[config.mk]
export PLATFORM = sky130hd
export DESIGN_NAME = dsdac_core
export DESIGN_NICKNAME = d
export VERILOG_FILES = /design/src/rtl/dsdac_pkg.sv /design/src/rtl/dsdac_delta.sv /design/src/rtl/dsdac_sigma.sv /design/src/rtl/dsdac_out.sv /design/src/rtl/dsdac_core.sv
export SDC_FILE = /design/constraint.sdc
export NUM_CORES = 1
export LEC_CHECK = 0
export ABC_AREA = 1
export CAP_MARGIN = 20
export CORE_MARGIN = 1.5
export CORE_UTILIZATION = 40
export CTS_BUF_LIST = sky130_fd_sc_hd__clkbuf_2 sky130_fd_sc_hd__clkbuf_4 sky130_fd_sc_hd__clkbuf_8
export DETAILED_ROUTE_END_ITERATION = 10
export PLACE_DENSITY_LB_ADDON = 0.12
export RECOVER_POWER = 25
export SETUP_SLACK_MARGIN = 0.4
export SLEW_MARGIN = 20
export SYNTH_ARGS = -nofsm -noshare
export SYNTH_HDL_FRONTEND = slang
export SYNTH_HIERARCHICAL = 1
export SYNTH_SLANG_ARGS = --single-unit
[constraint.sdc]
create_clock -name clk_i -period 1.8 [get_ports clk_i]
set_input_delay 0.45 -clock clk_i [delete_from_list [all_inputs] [get_ports clk_i]]
set_output_delay 0.45 -clock clk_i [all_outputs]
set_load 0.03 [all_outputs]
[src/rtl/dsdac_pkg.sv]
package dsdac_pkg;
  function automatic int acc_width(input int n);
    return n + 2;
  endfunction
  function automatic int code_width(input int n, input int fr);
    return n + fr;
  endfunction
endpackage

[src/rtl/dsdac_delta.sv]
module dsdac_delta
  import dsdac_pkg::*;
#(
  parameter int N  = 8,
  parameter int FR = 0,
  localparam int IN_W  = code_width(N, FR),
  localparam int ACC_W = acc_width(N)
) (
  input  logic [IN_W-1:0]  code_i,
  input  logic             msb_i,
  output logic [ACC_W-1:0] delta_o
);
  generate
    if (FR != 0) begin : g_full
      // code may reach 2^N and overlap the feedback bits: real adder needed
      assign delta_o = {{(ACC_W-IN_W){1'b0}}, code_i} + {msb_i, msb_i, {N{1'b0}}};
    end else begin : g_merge
      // operands never overlap: addition collapses to concatenation
      assign delta_o = {msb_i, msb_i, code_i};
    end
  endgenerate
endmodule

[src/rtl/dsdac_sigma.sv]
module dsdac_sigma
  import dsdac_pkg::*;
#(
  parameter int N = 8,
  localparam int ACC_W = acc_width(N)
) (
  input  logic             clk_i,
  input  logic             rst_ni,
  input  logic             en_i,
  input  logic [ACC_W-1:0] delta_i,
  output logic [ACC_W-1:0] acc_o
);
  logic [ACC_W-1:0] sum;

  assign sum = acc_o + delta_i;

  always_ff @(posedge clk_i or negedge rst_ni) begin
    if (!rst_ni)   acc_o <= '0;
    else if (en_i) acc_o <= sum;
  end
endmodule

[src/rtl/dsdac_out.sv]
module dsdac_out (
  input  logic clk_i,
  input  logic rst_ni,
  input  logic en_i,
  input  logic bit_i,
  output logic bit_o
);
  always_ff @(posedge clk_i or negedge rst_ni) begin
    if (!rst_ni)   bit_o <= 1'b0;
    else if (en_i) bit_o <= bit_i;
  end
endmodule

[src/rtl/dsdac_core.sv]
module dsdac_core
  import dsdac_pkg::*;
#(
  parameter int N  = 8,
  parameter int FR = 0,
  localparam int IN_W  = code_width(N, FR),
  localparam int ACC_W = acc_width(N)
) (
  input  logic            clk_i,
  input  logic            rst_ni,
  input  logic            en_i,
  input  logic [IN_W-1:0] code_i,
  output logic            dac_o
);
  logic [ACC_W-1:0] delta;
  logic [ACC_W-1:0] acc_q;

  dsdac_delta #(.N(N), .FR(FR)) u_delta (
    .code_i (code_i),
    .msb_i  (acc_q[ACC_W-1]),
    .delta_o(delta)
  );

  dsdac_sigma #(.N(N)) u_sigma (
    .clk_i  (clk_i),
    .rst_ni (rst_ni),
    .en_i   (en_i),
    .delta_i(delta),
    .acc_o  (acc_q)
  );

  dsdac_out u_out (
    .clk_i (clk_i),
    .rst_ni(rst_ni),
    .en_i  (en_i),
    .bit_i (acc_q[ACC_W-1]),
    .bit_o (dac_o)
  );
endmodule

==> flow_summary.toml <==
[setup_path]
r2r-start = "u_sigma/acc_o[0]"
reg2reg_to = "u_sigma/acc_o[4]"
cp_max_fo = 3
start_kind = "flip-flop"
path_class = "flip-flop to flip-flop"
ff2ff_path_depth = 7
endpoint_kind = "flip-flop"
cp_data_required_time_ns = 1.96
crit_arrival_ns = 1.70
rrSetupSlack_ns = 0.25

[clock_tree]
cts_tree = "yes"
insertion_delay_ns = 0.28
cts_max_level = 1
root_buffer = "clkbuf_4"
clock_path_buffers = 2
cts_buffers = 3
clkSlewWorstSetupHoldPaths_ns = 0.09
clock_sinks = 11

[pwr]
comb_power_share_pct = 70.6
power_frac_seq_pct = 20.9
power_density_mw_per_mm2 = 1690
p_sw_mw = 1.03
clkPwrFrac_pct = 8.5
internal_power_mw = 1.28
finalPower_mw = 2.31
switching_share_pct = 44.5
ir_drop_v = 0.000864
p_leak_nw = 0.654

[timing]
worst_pin_slew_ns = 0.567
setup_ws_ns = 0.255
hold_violations = 0
whs_ns = 0.513
fin_worst_skew_ns = 0.0104
layout_min_cycle_time_ns = 1.55
max_slew_margin_pct = 62.1
fmax_mhz = 647
min_period_over_period_pct = 85.8
setup_viol = 0
rsz0062_at_grt = "yes"
drv_slew = 0

[synthesis]
synth_top_area_share_pct = 28.4
synth_edf_count = 0
synth_commonest_cells = "nand2_1, inv_1, dfrtp_1"
yosysMostFrequentCell = "nand2_1"
syn_nets = 153
ys_types = 24
synth_cells = 132
synth.area.top_cells = "dfrtp_1, nand2_1, ha_1"
ys_seq_area_share_pct = 28.4
synthesis.area_um2 = 968
syn_avg_cell_area_um2 = 7.34
postSynth.asyncResetShare_pct = 100
synth-seq-cells = 11
yosys.area.top_type = "dfrtp_1"
yosysWarnings = 6
synth_flop_cell = "dfrtp_1"

[floorplan]
ios = 12
coreArea_mm2 = 0.00225
rows = 17
dieArea_mm2 = 0.00273
die_x_um = 52.2
die_y_um = 52.2
start_util_pct = 43.0

[detailed_routing]
wirelength_mm = 2.23
viasPerCell = 4.90
drt_first_iter_violations = 14
vias = 872
postRouteAntennaNets = 0
drt-wirelength-per-cell_um = 12.6
dr.pass1.iters = 4
post-route-drc-count = 0

[placed_design]
portBuffers = 11
hpwl_mm = 1.54
gp_congestion = 0.839
pre_cts_ws_ns = -0.344

[layout]
layout.nets = 172
multiInputGateArea_um2 = 759
regArea_um2 = 277
syn_to_final_growth_pct = 41.0
drive_above_1_share_pct = 42.0
final.fill_count = 223
antennaDiodeCount = 0

[job]
maxCapViolations = 0

[grt]
gr-total-overflow = 0
grt_max_degree = 13
busiest_layer = "met2"
grt_pass1_vias = 787
groute.usage.overall_pct = 17.0
grt_first_pass_wirelength_mm = 3.33
use_met3_pct = 5.14
antenna_found_initial = 0
grt_util_met2_pct = 30.0
use_met1_pct = 19.6

[run_status]
status = "finished, final reports clean"

[min_path]
worstHoldPathCells = 2
hp-class = "flip-flop to flip-flop"
worstHoldEndpoint = "u_out/bit_o"
min_from = "u_out/bit_o"
-- what timing repair did --
action | CTS | global route
hold endpoints to repair | 0 | 0
resized for setup | 26 | 12
setup buffers | 5 | 5
pin swaps | 19 | 15
hold buffers | 0 | 0
endpoints found under the setup margin | 10 | 7
-- metrics by stage --
step	instance area (µm²)	std cells	utilization [%]	setup TNS, ns
global route	1370	178	60.5	0
finish	1370	178	60.5	0
CTS	1290	173	57.0	0
detailed placement	1190	164	52.9	-1.72
global placement	1190	164	52.9	-1.54
floorplan	1120	132	-	0
-- power by group through the flow --
stage,clock [mW],combinational [mW],sequential (mW)
5_1_grt,0.214,1.80,0.496
6_report,0.196,1.63,0.483
4_1_cts,0.205,1.47,0.484
3_3_place_gp,0,1.29,0.493
2_1_floorplan,0,1.08,0.490
3_5_place_dp,0,1.31,0.502
-- registers in the layout, summed over array words and instances (netlist names) --
register       count
u_sigma/acc_o     10
u_out/bit_o        1
-- logic make-up after synthesis --
kind of cell               count (synthesis)  synth area share, %
AOI/OAI and AO/OA                         12                 8.79
and+or+nand+nor                           69                 30.5
adders and majority gates                 10                 13.7
buffers and inverters                     27                 15.9
DFF                                       11                 28.4
xor gates and xnor gates                   3                 2.71
-- cell usage in the layout (no fill, tap or decap), types with 2 or more instances in the layout --
master and n:
nor2_1 2, inv_2 2, dfrtp_1 10, nand3_2 2, nand2_4 2, buf_4 15, clkbuf_4 4, dlygate4sd2_1 6
inv_1 12, ha_4 9, o21ai_1 2, nor2_2 4, nand2_1 38, a21oi_2 3, xnor2_1 2, nand2_2 9
nand3_1 8
-- routing by layer --
metal | part of all wire, % | vias up
li1 | - | 447
met1 | 45 | 413
met2 | 51 | 10
met3 | 3.1 | 2
met4 | 0.72 | 0
met5 | 0 | -
-- layout make-up --
| type | instances | area share, % |
|---|---|---|
| clock buffer | 4 | 2.20 |
| inverter | 15 | 4.31 |
| multi-input combinational | 94 | 55.6 |
| sequential | 11 | 20.3 |
| tap | 28 | 2.57 |
| timing repair buffer | 26 | 15.0 |
-- worst max-delay path, cell delays in order (launching register included) --
cell and delay, ns:
dfrtp_1 0.39, ha_4 0.16, inv_4 0.03, fa_2 0.37, o21ai_4 0.16, buf_4 0.14, xnor2_2 0.11, o21ai_2 0.07
-- worst max path at each step --
stage,start,depth (start not counted),endpoint,slack [ns]
finish,u_sigma/acc_o[0],7,u_sigma/acc_o[4],0.25
global route,u_sigma/acc_o[0],9,u_sigma/acc_o[8],0.20
CTS,u_sigma/acc_o[0],9,u_sigma/acc_o[8],0.24
detailed placement,code_i[0],10,u_sigma/acc_o[6],-0.34
global placement,code_i[0],10,u_sigma/acc_o[6],-0.31
floorplan,code_i[0],10,u_sigma/acc_o[6],0.20
Note: power is estimated with default switching activity, not from simulation.
